File: src/rtl/eepw_pkg.sv
// Package: shared types, constants and helpers for the EEPROM image programmer.
// Assumes: bus line levels are encoded as {clock level, pull-low request}.
package eepw_pkg;

    typedef enum logic [1:0] {
        BUS_START = 2'd0,
        BUS_STOP  = 2'd1,
        BUS_BYTE  = 2'd2
    } bus_cmd_e;

    typedef enum logic [2:0] {
        SQ_IDLE  = 3'd0,
        SQ_START = 3'd1,
        SQ_DEV   = 3'd2,
        SQ_ADDR  = 3'd3,
        SQ_DATA  = 3'd4,
        SQ_STOP  = 3'd5,
        SQ_DONE  = 3'd6,
        SQ_ERR   = 3'd7
    } seq_state_e;

    localparam logic [7:0] DEV_WRITE_ID = 8'hA6;
    localparam logic [7:0] DEV_PROBE_ID = 8'hA7;

    // Mirror a byte so that the LSB becomes the first bit shifted out.
    function automatic logic [7:0] mirror8(input logic [7:0] v);
        logic [7:0] r;
        for (int i = 0; i < 8; i++) r[i] = v[7-i];
        return r;
    endfunction

    // Line levels {scl, pull} for a command in a given quarter; bitv is the bit sent.
    function automatic logic [1:0] quarter_levels(input bus_cmd_e k, input logic [1:0] q,
                                                  input logic bitv);
        logic [1:0] lv;
        case (k)
            BUS_START: case (q)
                2'd0:    lv = 2'b00;
                2'd1:    lv = 2'b10;
                2'd2:    lv = 2'b11;
                default: lv = 2'b01;
            endcase
            BUS_STOP: case (q)
                2'd0:    lv = 2'b01;
                2'd1:    lv = 2'b11;
                default: lv = 2'b10;
            endcase
            default: lv = {(q == 2'd1) || (q == 2'd2), !bitv};
        endcase
        return lv;
    endfunction

endpackage

File: src/rtl/eepw_bus_engine.sv
// Bus engine: runs one start, stop or byte+acknowledge command on the two-wire bus.
// Each bit is four quarters of DIV cycles each; the line changes only while the
// clock is low, except for start/stop. Outputs are registered. The ninth bit of a
// byte is a released line, and the acknowledge is sampled at the end of quarter 2.
// Assumes: a command is offered only while the engine is inactive.
module eepw_bus_engine
    import eepw_pkg::*;
#(
    parameter int DIV = 4
) (
    input  logic       clk,
    input  logic       rst_n,
    input  logic       cmd_valid,
    input  bus_cmd_e   cmd_kind,
    input  logic [7:0] cmd_byte,
    input  logic       cmd_lsb_first,
    input  logic       sda_in,
    output logic       eng_done,
    output logic       eng_ack,
    output logic       scl_o,
    output logic       pull_o
);
    localparam int QW = (DIV > 1) ? $clog2(DIV) : 1;

    logic          active;
    bus_cmd_e      kind;
    logic [QW-1:0] qcnt;
    logic [1:0]    qph;
    logic [3:0]    bitn;
    logic [7:0]    shreg;
    logic          scl_q, pull_q, done_q, ack_q;
    logic [7:0]    load_val;
    logic          q_end, last_bit;

    assign load_val = cmd_lsb_first ? mirror8(cmd_byte) : cmd_byte;
    assign q_end    = active && (qcnt == QW'(DIV - 1));
    assign last_bit = (kind != BUS_BYTE) || (bitn == 4'd8);

    // Quarter timer, bit sequencing, registered line levels and acknowledge capture.
    always_ff @(posedge clk) begin
        if (!rst_n) begin
            active <= 1'b0;
            kind   <= BUS_STOP;
            qcnt   <= '0;
            qph    <= 2'd0;
            bitn   <= 4'd0;
            shreg  <= 8'hFF;
            scl_q  <= 1'b1;
            pull_q <= 1'b0;
            done_q <= 1'b0;
            ack_q  <= 1'b0;
        end else begin
            done_q <= 1'b0;
            if (!active && cmd_valid) begin
                active          <= 1'b1;
                kind            <= cmd_kind;
                qcnt            <= '0;
                qph             <= 2'd0;
                bitn            <= 4'd0;
                shreg           <= load_val;
                {scl_q, pull_q} <= quarter_levels(cmd_kind, 2'd0, load_val[7]);
            end else if (q_end) begin
                qcnt <= '0;
                if (kind == BUS_BYTE && qph == 2'd2 && bitn == 4'd8)
                    ack_q <= !sda_in;
                if (qph != 2'd3) begin
                    qph             <= qph + 2'd1;
                    {scl_q, pull_q} <= quarter_levels(kind, qph + 2'd1, shreg[7]);
                end else if (!last_bit) begin
                    qph             <= 2'd0;
                    bitn            <= bitn + 4'd1;
                    shreg           <= {shreg[6:0], 1'b1};
                    {scl_q, pull_q} <= quarter_levels(kind, 2'd0, shreg[6]);
                end else begin
                    active <= 1'b0;
                    done_q <= 1'b1;
                end
            end else if (active) begin
                qcnt <= qcnt + QW'(1);
            end
        end
    end

    assign eng_done = done_q;
    assign eng_ack  = ack_q;
    assign scl_o    = scl_q;
    assign pull_o   = pull_q;

endmodule

File: src/rtl/eepw_page_store.sv
// Page store: keeps the bytes of the current page so that a failed page can be resent.
// One shared address for write and combinational read. Assumes a byte is read only
// after it has been written during the current page.
module eepw_page_store #(
    parameter int DEPTH = 128,
    parameter int IW    = 7
) (
    input  logic          clk,
    input  logic          we,
    input  logic [IW-1:0] addr,
    input  logic [7:0]    wdata,
    output logic [7:0]    rdata
);
    logic [7:0] mem [DEPTH];

    // Write the accepted byte into its page slot.
    always_ff @(posedge clk) begin
        if (we) mem[addr] <= wdata;
    end

    assign rdata = mem[addr];

endmodule

File: src/rtl/eepw_sequencer.sv
// Sequencer: page loop, address generation, acknowledge checks, retries, final probe
// and status. Issues one bus command at a time and waits for the engine to finish it.
// Assumes: eng_done is a one-cycle pulse that follows each issued command.
module eepw_sequencer
    import eepw_pkg::*;
#(
    parameter int PAGE_BYTES = 128,
    parameter int PAGE_COUNT = 1024,
    parameter int ADDR_BYTES = 3,
    parameter int PAGE_SHIFT = 7,
    parameter int MAX_RETRY  = 3,
    localparam int IW  = $clog2(PAGE_BYTES),
    localparam int BW  = $clog2(PAGE_BYTES + 1),
    localparam int PGW = $clog2(PAGE_COUNT + 1),
    localparam int AW  = $clog2(ADDR_BYTES + 1),
    localparam int RW  = $clog2(MAX_RETRY + 1),
    localparam int MAW = ADDR_BYTES * 8
) (
    input  logic          clk,
    input  logic          rst_n,
    input  logic          start_i,
    input  logic [7:0]    wr_data_i,
    input  logic          wr_valid_i,
    output logic          wr_ready_o,
    input  logic          eng_done,
    input  logic          eng_ack,
    output logic          cmd_valid,
    output bus_cmd_e      cmd_kind,
    output logic [7:0]    cmd_byte,
    output logic          cmd_lsb_first,
    output logic          buf_we,
    output logic [IW-1:0] buf_addr,
    input  logic [7:0]    buf_rdata,
    output logic          prog_en_n_o,
    output logic          busy_o,
    output logic          done_o,
    output logic          error_o
);
    seq_state_e     state;
    logic           waiting, final_ph, nack_seen, en_n_q, done_q, err_q;
    logic [PGW-1:0] page;
    logic [AW-1:0]  acnt;
    logic [BW-1:0]  bcnt, fill;
    logic [RW-1:0]  retry;
    logic [MAW-1:0] mem_addr, addr_shift;
    logic           need_new, can_start;

    assign mem_addr   = MAW'(page) << PAGE_SHIFT;
    assign addr_shift = mem_addr >> (8 * (ADDR_BYTES - 1 - int'(acnt)));
    assign need_new   = (bcnt == fill);
    assign can_start  = (state == SQ_IDLE) || (state == SQ_DONE) || (state == SQ_ERR);
    assign wr_ready_o = (state == SQ_DATA) && !waiting && need_new;
    assign buf_we     = wr_ready_o && wr_valid_i;
    assign buf_addr   = IW'(bcnt);

    // Choose the next bus command for the current state.
    always_comb begin
        cmd_valid     = 1'b0;
        cmd_kind      = BUS_BYTE;
        cmd_byte      = 8'h00;
        cmd_lsb_first = 1'b0;
        case (state)
            SQ_START: begin
                cmd_valid = !waiting;
                cmd_kind  = BUS_START;
            end
            SQ_DEV: begin
                cmd_valid = !waiting;
                cmd_byte  = final_ph ? DEV_PROBE_ID : DEV_WRITE_ID;
            end
            SQ_ADDR: begin
                cmd_valid = !waiting;
                cmd_byte  = addr_shift[7:0];
            end
            SQ_DATA: begin
                cmd_lsb_first = 1'b1;
                cmd_valid     = !waiting && (!need_new || wr_valid_i);
                cmd_byte      = need_new ? wr_data_i : buf_rdata;
            end
            SQ_STOP: begin
                cmd_valid = !waiting;
                cmd_kind  = BUS_STOP;
            end
            default: ;
        endcase
    end

    // Page loop: advance on each completed command, retry or finish after stops.
    always_ff @(posedge clk) begin
        if (!rst_n) begin
            state     <= SQ_IDLE;
            waiting   <= 1'b0;
            final_ph  <= 1'b0;
            nack_seen <= 1'b0;
            en_n_q    <= 1'b1;
            done_q    <= 1'b0;
            err_q     <= 1'b0;
            page      <= '0;
            acnt      <= '0;
            bcnt      <= '0;
            fill      <= '0;
            retry     <= '0;
        end else if (start_i && can_start) begin
            state     <= SQ_START;
            waiting   <= 1'b0;
            final_ph  <= 1'b0;
            nack_seen <= 1'b0;
            en_n_q    <= 1'b0;
            done_q    <= 1'b0;
            err_q     <= 1'b0;
            page      <= '0;
            fill      <= '0;
            retry     <= '0;
        end else begin
            if (cmd_valid) waiting <= 1'b1;
            if (buf_we) fill <= fill + BW'(1);
            if (eng_done) begin
                waiting <= 1'b0;
                case (state)
                    SQ_START: state <= SQ_DEV;
                    SQ_DEV: begin
                        if (!eng_ack) begin
                            nack_seen <= 1'b1;
                            state     <= SQ_STOP;
                        end else if (final_ph) begin
                            state <= SQ_STOP;
                        end else begin
                            acnt  <= '0;
                            state <= SQ_ADDR;
                        end
                    end
                    SQ_ADDR: begin
                        if (!eng_ack) begin
                            nack_seen <= 1'b1;
                            state     <= SQ_STOP;
                        end else if (acnt == AW'(ADDR_BYTES - 1)) begin
                            bcnt  <= '0;
                            state <= SQ_DATA;
                        end else begin
                            acnt <= acnt + AW'(1);
                        end
                    end
                    SQ_DATA: begin
                        if (!eng_ack) begin
                            nack_seen <= 1'b1;
                            state     <= SQ_STOP;
                        end else if (bcnt == BW'(PAGE_BYTES - 1)) begin
                            state <= SQ_STOP;
                        end else begin
                            bcnt <= bcnt + BW'(1);
                        end
                    end
                    SQ_STOP: begin
                        nack_seen <= 1'b0;
                        if (nack_seen) begin
                            if (retry == RW'(MAX_RETRY)) begin
                                err_q <= 1'b1;
                                state <= SQ_ERR;
                            end else begin
                                retry <= retry + RW'(1);
                                state <= SQ_START;
                            end
                        end else if (final_ph) begin
                            en_n_q <= 1'b1;
                            done_q <= 1'b1;
                            state  <= SQ_DONE;
                        end else begin
                            retry <= '0;
                            fill  <= '0;
                            state <= SQ_START;
                            if (page == PGW'(PAGE_COUNT - 1)) final_ph <= 1'b1;
                            else page <= page + PGW'(1);
                        end
                    end
                    default: ;
                endcase
            end
        end
    end

    assign prog_en_n_o = en_n_q;
    assign busy_o      = !can_start;
    assign done_o      = done_q;
    assign error_o     = err_q;

endmodule

File: src/rtl/eeprom_image_writer.sv
// Top: whole-device page programmer for a paged serial EEPROM on a two-wire bus.
// Joins the sequencer, the page store and the bus engine. The data line is open
// drain: sda_oe_o = 1 pulls it low, and an external pull-up provides the high level.
// Assumes: PAGE_BYTES >= 2, PAGE_COUNT >= 1, MAX_RETRY >= 1, DIV >= 1.
module eeprom_image_writer
    import eepw_pkg::*;
#(
    parameter int DIV        = 4,
    parameter int PAGE_BYTES = 128,
    parameter int PAGE_COUNT = 1024,
    parameter int ADDR_BYTES = 3,
    parameter int PAGE_SHIFT = 7,
    parameter int MAX_RETRY  = 3
) (
    input  logic       clk,
    input  logic       rst_n,
    input  logic       start_i,
    input  logic [7:0] wr_data_i,
    input  logic       wr_valid_i,
    output logic       wr_ready_o,
    input  logic       sda_i,
    output logic       scl_o,
    output logic       sda_oe_o,
    output logic       prog_en_n_o,
    output logic       busy_o,
    output logic       done_o,
    output logic       error_o
);
    localparam int IW = $clog2(PAGE_BYTES);

    logic          cmd_valid, cmd_lsb_first, eng_done, eng_ack, buf_we;
    bus_cmd_e      cmd_kind;
    logic [7:0]    cmd_byte, buf_rdata;
    logic [IW-1:0] buf_addr;

    eepw_sequencer #(
        .PAGE_BYTES(PAGE_BYTES), .PAGE_COUNT(PAGE_COUNT), .ADDR_BYTES(ADDR_BYTES),
        .PAGE_SHIFT(PAGE_SHIFT), .MAX_RETRY(MAX_RETRY)
    ) u_seq (
        .clk(clk), .rst_n(rst_n), .start_i(start_i),
        .wr_data_i(wr_data_i), .wr_valid_i(wr_valid_i), .wr_ready_o(wr_ready_o),
        .eng_done(eng_done), .eng_ack(eng_ack),
        .cmd_valid(cmd_valid), .cmd_kind(cmd_kind), .cmd_byte(cmd_byte),
        .cmd_lsb_first(cmd_lsb_first),
        .buf_we(buf_we), .buf_addr(buf_addr), .buf_rdata(buf_rdata),
        .prog_en_n_o(prog_en_n_o), .busy_o(busy_o), .done_o(done_o), .error_o(error_o)
    );

    eepw_page_store #(.DEPTH(PAGE_BYTES), .IW(IW)) u_store (
        .clk(clk), .we(buf_we), .addr(buf_addr), .wdata(wr_data_i), .rdata(buf_rdata)
    );

    eepw_bus_engine #(.DIV(DIV)) u_eng (
        .clk(clk), .rst_n(rst_n), .cmd_valid(cmd_valid), .cmd_kind(cmd_kind),
        .cmd_byte(cmd_byte), .cmd_lsb_first(cmd_lsb_first), .sda_in(sda_i),
        .eng_done(eng_done), .eng_ack(eng_ack), .scl_o(scl_o), .pull_o(sda_oe_o)
    );

endmodule

File: config.mk
export PLATFORM = sky130hd
export DESIGN_NAME = eeprom_image_writer
export DESIGN_NICKNAME = d
export VERILOG_FILES = /design/src/rtl/eepw_pkg.sv /design/src/rtl/eepw_bus_engine.sv /design/src/rtl/eepw_page_store.sv /design/src/rtl/eepw_sequencer.sv /design/src/rtl/eeprom_image_writer.sv
export SDC_FILE = /design/constraint.sdc
export NUM_CORES = 1
export LEC_CHECK = 0
export BUFFER_PORTS_ARGS = -buffer_cell sky130_fd_sc_hd__buf_2
export CAP_MARGIN = 10
export CORE_ASPECT_RATIO = 0.8
export CORE_MARGIN = 5
export CORE_UTILIZATION = 56
export DETAILED_ROUTE_END_ITERATION = 8
export PLACE_DENSITY_LB_ADDON = 0.1
export RECOVER_POWER = 100
export REMOVE_ABC_BUFFERS = 1
export SLEW_MARGIN = 20
export SYNTH_ARGS = -nofsm -noshare
export SYNTH_HDL_FRONTEND = slang
export SYNTH_SLANG_ARGS = --single-unit
File: constraint.sdc
create_clock -name clk -period 3.1 [get_ports clk]
set_clock_uncertainty 0.05 [all_clocks]
set_input_delay 0.465 -clock clk [delete_from_list [all_inputs] [get_ports clk]]
set_output_delay 0.465 -clock clk [all_outputs]
set_load 0.005 [all_outputs]
Word level (Yosys, flattened, before mapping)
Memories as Yosys holds them, arrays and structs flattened. A register that Yosys moved wholly into a read port is not among the register bits. Index checks and enable logic that the tools add are counted.

Register bits: 63. Bits in latches: 0. RAM bits: 1024. ROM bits: 0. Input bits: 13. Output and inout port bits: 7. Logic and storage cells: 217. Memories kept: 1.

Add/subtract/negate cells: 9. $mul: 0. Div/mod/pow operators: 0. Magnitude comparators: 0. Equal/unequal tests: 41. Shift operators: 1. Muxes and demuxes: 73. Bitwise operators: 9. Reduce and logical (&&, ||, !) cells: 60.

Memory list: u_store.mem (depth 128, width 8, rd ports 1, clocked after memory_dff 1, wr ports 1, RTL line eepw_page_store.sv:14) `logic [7:0] mem [DEPTH];`.

Operator list (count): two-way mux 8 bit (15); >> shifter 18 x 32 -> 8 bit (1); two-way mux 1 bit (27); two-way mux 3 bit (9); case mux 8 bit (3 select lines) (1); AND reduction 4 bit (6); != test 2 bit (second input constant) (11); AND reduction 3 bit (6); adder 8 x 1 -> 8 bit (second input constant) (2); two-way mux 2 bit (8); case mux 2 bit (2 select lines) (4); case mux 8 bit (2 select lines) (1); nonzero test 2 bit (8); case mux 3 bit (5 select lines) (1); two-way mux 7 bit (2); AND reduction 7 bit (2); equality test 2 bit (second input constant) (6); equality test 3 bit (second input constant) (4); adder 11 x 1 -> 11 bit (second input constant) (1); equality test 11 x 10 -> 1 bit (second input constant) (1); != test 2 x 1 -> 1 bit (second input constant) (5); logical AND 1 bit (9); != test 3 bit (second input constant) (3); inverter 1 bit (9); 23 further kinds (51).

Depth between registers and ports, before layout
Depth after elaboration: 9. Mapped depth: 11. Gate-level depth less buffers: 8.

Modules after synthesis
Synthesis repeated with hierarchy kept, for this count alone.

Cell total of the unflattened synthesis: 2930. Area, all modules: 44261.2 um^2.

Modules (own cells, without submodules): eepw_page_store (times used 1, cells each 2432, area an instance 40178.5 um^2, sequential area each 30749.5 um^2); eepw_sequencer (times used 1, cells each 358, area an instance 2845.2 um^2, sequential area each 800.8 um^2); eepw_bus_engine (times used 1, cells each 140, area an instance 1237.4 um^2, sequential area each 460.4 um^2).

Worst setup path after synthesis
OpenSTA, ideal clock, no wires.

Path type: reg2reg. From: register u_seq.bcnt[1]. To: memory u_store.mem[63][0] (enable). Setup time: 0.370 ns. Data arrival time: 2.373 ns. Data required time: 2.680 ns. Slack: 0.307 ns. Cell stages (with the launch flop): 9. Buffers on the path: 2. Period minus slack after synthesis: 2.793 ns. Path through: dfxtp_1 > clkbuf_1 > xnor2_1 > and4_1 > nand3_1 > nor3b_1 > nand4_1 > clkbuf_1 > nor2_1.

Cells in the longest elaborated chain, start to end: 5.

RTL lines: from (decl) (RTL line eepw_sequencer.sv:43) `logic [BW-1:0] bcnt, fill;`; from (signal assigned) (RTL line eepw_sequencer.sv:150) `bcnt <= bcnt + BW'(1);`; equality test 8 bit (RTL line eepw_sequencer.sv:50) `assign need_new = (bcnt == fill);`; logical AND 1 bit (RTL line eepw_sequencer.sv:52) `assign wr_ready_o = (state == SQ_DATA) && !waiting && need_new;`; logical AND 1 bit (RTL line eepw_sequencer.sv:53) `assign buf_we = wr_ready_o && wr_valid_i;`; two-way mux 1 bit (RTL line eepw_page_store.sv:18) `if (we) mem[addr] <= wdata;`; two-way mux 1 bit (implied by the code) (RTL line eepw_page_store.sv:18); to (decl) (RTL line eepw_page_store.sv:14).

Several ways; a longest one is shown, not always the timed one.

==> metrics.cfg <==
[status]
outcome = finished with violations
failed_checks = max-capacitance violations, max-slew violations

[place]
pre_cts_ws_ns = -0.3005
portBuffers = 19
dp_cells = 3610
hpwlAfterDp_mm = 80.53
gp_congestion = 0.9248

[yosys]
synth-seq-cells = 1094
ys_seq_area_share_pct = 73.17
synth_enable_flop_cells = 1024
syn_area_um2 = 43940
synthAdderAreaFrac_pct = 0.3417
synthMuxAreaShare_pct = 13.91
avgSynthCellArea_um2 = 18.49
synthXorXnorAreaFrac_pct = 0.6379
synth_top_family_by_area = multiplexers
synth_compound_area_share_pct = 4.266
yosysUniqueCellTypes = 82
synth_flop_cell = edfxtp_1
ys_async_sr_fraction_pct = 0
syn_inst = 2376
yosys_warnings = 0
synthSimpleGateAreaFrac_pct = 5.448

[clock_network]
clock_sinks = 1094
htree_levels = 3
numCtsBuffers = 103
ctsHoldBuffers = 0
post_cts_buffers = 0
cts_buffer_depth = 3
clk_pin_slew_worst_paths_ns = 0.07
cts_tree = done
clock_latency_ns = 0.67
root_buffer = clkbuf_16

[grt]
grt.overflow.total = 0
grt_pass1_wl_mm = 174.5
grt_pass1_vias = 24406
grt_usage_pct = 29.07
antenna_found_initial = 6
grt_max_degree = 91

[timing]
fin_crit_sh_pct = 99.61
slew_viol_final = 545
worst_slew_margin_rel_pct = -70.82
hold_viol = 0
setup_viol_count_final = 0
period_needed_ns = 3.088
finalHoldWorstSlack_ns = 0.08828
tightestPinTransition_ns = 2.562
setup_ws_ns = 0.01206
max_freq_ghz = 0.3238
grt_setup_unrepaired = no

[final_layout]
n_antenna_cell = 0
drive_gt1_share_pct = 24.27
fin_nets = 2717
fin_cells = 3800
syn2layout_area_growth_pct = 13.95
nFillCells = 5402

[critical_path]
path_cells = buf_12 -> and2_1 -> a221oi_1 -> a22oi_1 -> a211o_1 -> a2111oi_4 -> o211ai_1
critPathKind = register to register
worstPathArrival_ns = 3.57
crit_family = compound AO/OA/AOI/OAI gates
crit_buf_inv = 1
cp_slowest_stage_delay_ns = 0.54
startpoint_type = register
cp.required_ns = 3.58
reg2reg_depth = 7
worst-path-stages = 7
crit_path_end_kind = register
cp_max_fo = 34
critPathSlowestCell = a2111oi_4

[floorplan]
core_um2 = 77420
io_pins = 20
initial_core_util_pct = 56.75
die_h_um = 260.5
num_rows = 91
die_w_um = 323.2
dieArea_um2 = 84200

[power_and_ir_drop]
ir_drop_mv = 0.4414
total_power_mw = 29.22
power.density_nw_per_um2 = 583.6
p_leak_nw = 15.62

[drt]
wl_mm = 121.0
dr.pass1.iters = 6
ant_nets = 0
wl_per_cell_um = 31.84
vias = 25015
initialDrtViolationCount = 3648
via_per_inst = 6.583
drc_errors = 0

[job]
cap_violations = 9

[worst_hold_path]
hold_depth = 3
hp-class = input port to register

-- cells by family after synthesis --
kind of cell	count (synthesis)
xor+xnor	32
buf+inv	151
mux	316
simple gates	504
flops	1094
fa+ha+maj	12
compound gates	267
-- placed cells by master (no fill, tap or decap), drive strengths merged, types with 31 or more instances in the layout --
master	synthesis	final
mux2i	78	78
nand3	44	44
nand2	100	100
a22oi	52	52
dfxtp	70	70
nor2	199	199
a21oi	51	51
buf	77	152
edfxtp	1024	1024
clkbuf	47	307
mux4	229	229
o21ai	31	31
clkinv	1	47
-- Yosys cell counts, types with 11 or more instances --
cell type	instances	area, um^2
a211oi_1	15	112.6
a21oi_1	51	255.2
a221oi_1	11	96.34
a22oi_1	52	390.4
a31oi_1	18	112.6
and2_1	13	81.33
and3_1	11	68.82
buf_2	30	150.1
buf_4	19	142.6
buf_6	13	146.4
clkbuf_1	44	165.2
dfxtp_1	70	1401
edfxtp_1	1024	30750
ha_1	12	150.1
inv_1	23	86.33
mux2i_1	78	780.8
mux4_1	19	499.2
mux4_2	210	4730
nand2_1	100	375.4
nand2b_1	19	118.9
nand3_1	44	220.2
nand4_1	11	68.82
nor2_1	198	743.2
nor2b_1	22	137.6
nor3_1	30	150.1
o21ai_0	28	140.1
o22ai_1	17	106.4
xnor2_1	21	183.9
xor2_1	11	96.34
-- layout make-up --
class	instances	area, um^2	area share, %
clock buffer	123	2746	5.486
clock inverter	67	641.9	1.282
inverter	26	97.59	0.1949
multi-input combinational	1131	10900	21.77
sequential	1094	32160	64.25
tap	1023	1280	2.557
timing repair buffer	336	2233	4.461
-- flip-flops by register name, indices dropped and copies added, names as in the netlist, 3 cells and up, named ones only --
name / count
u_store.mem: 1024
u_seq.page: 11
u_eng.shreg: 8
u_seq.bcnt: 8
u_seq.fill: 8
u_eng.bitn: 4
u_seq.state: 3
-- worst paths after layout --
path,from,endpoint,slack (ns)
setup / recovery,register,u_eng.pull_o$_SDFFE_PN0P_,0.01
hold / removal,sda_i,u_eng.eng_ack$_SDFFE_PN0P_,0.09
setup reg to reg,register,u_eng.pull_o$_SDFFE_PN0P_,0.01
hold reg to reg,u_seq.error_o$_SDFFE_PP0P_,u_seq.error_o$_SDFFE_PP0P_,0.43
-- power by group --
| group | switching [mW] | internal [mW] |
|---|---|---|
| Combinational | 0.345 | 0.0618 |
| Sequential | 0.0218 | 16.2 |
| Clock | 5.40 | 7.24 |
| Total | 5.76 | 23.5 |
-- worst min-delay path: stages --
cell	delay, ns
buf_2	0.09
and4_1	0.15
nor3_1	0.04
-- per-layer routing --
metal | GRT usage (%) | vias to the layer above | wire (um)
li1 | - | 10308 | -
met1 | 45.03 | 12976 | 50360
met2 | 41.36 | 1501 | 52390
met3 | 7.893 | 226 | 14530
met4 | 8.019 | 4 | 3618
met5 | 0 | - | 96
-- metrics by stage --
step | setup TNS [ns] | util [%] | instance area (um^2)
after floorplan | -79.14 | - | 43060
after global placement | -0.3767 | 60.92 | 47170
after detailed placement | -0.4399 | 60.92 | 47170
after CTS | 0 | 65.32 | 50570
after global routing | 0 | 64.66 | 50070
final | 0 | 64.66 | 50070
-- repair_timing --
item	CTS	global route
setup endpoints to repair	4	7
gates resized for setup	3	16
pin swaps	1	1
endpoints found under the hold margin	0	0
No activity file was read; power rests on OpenSTA's default activity.
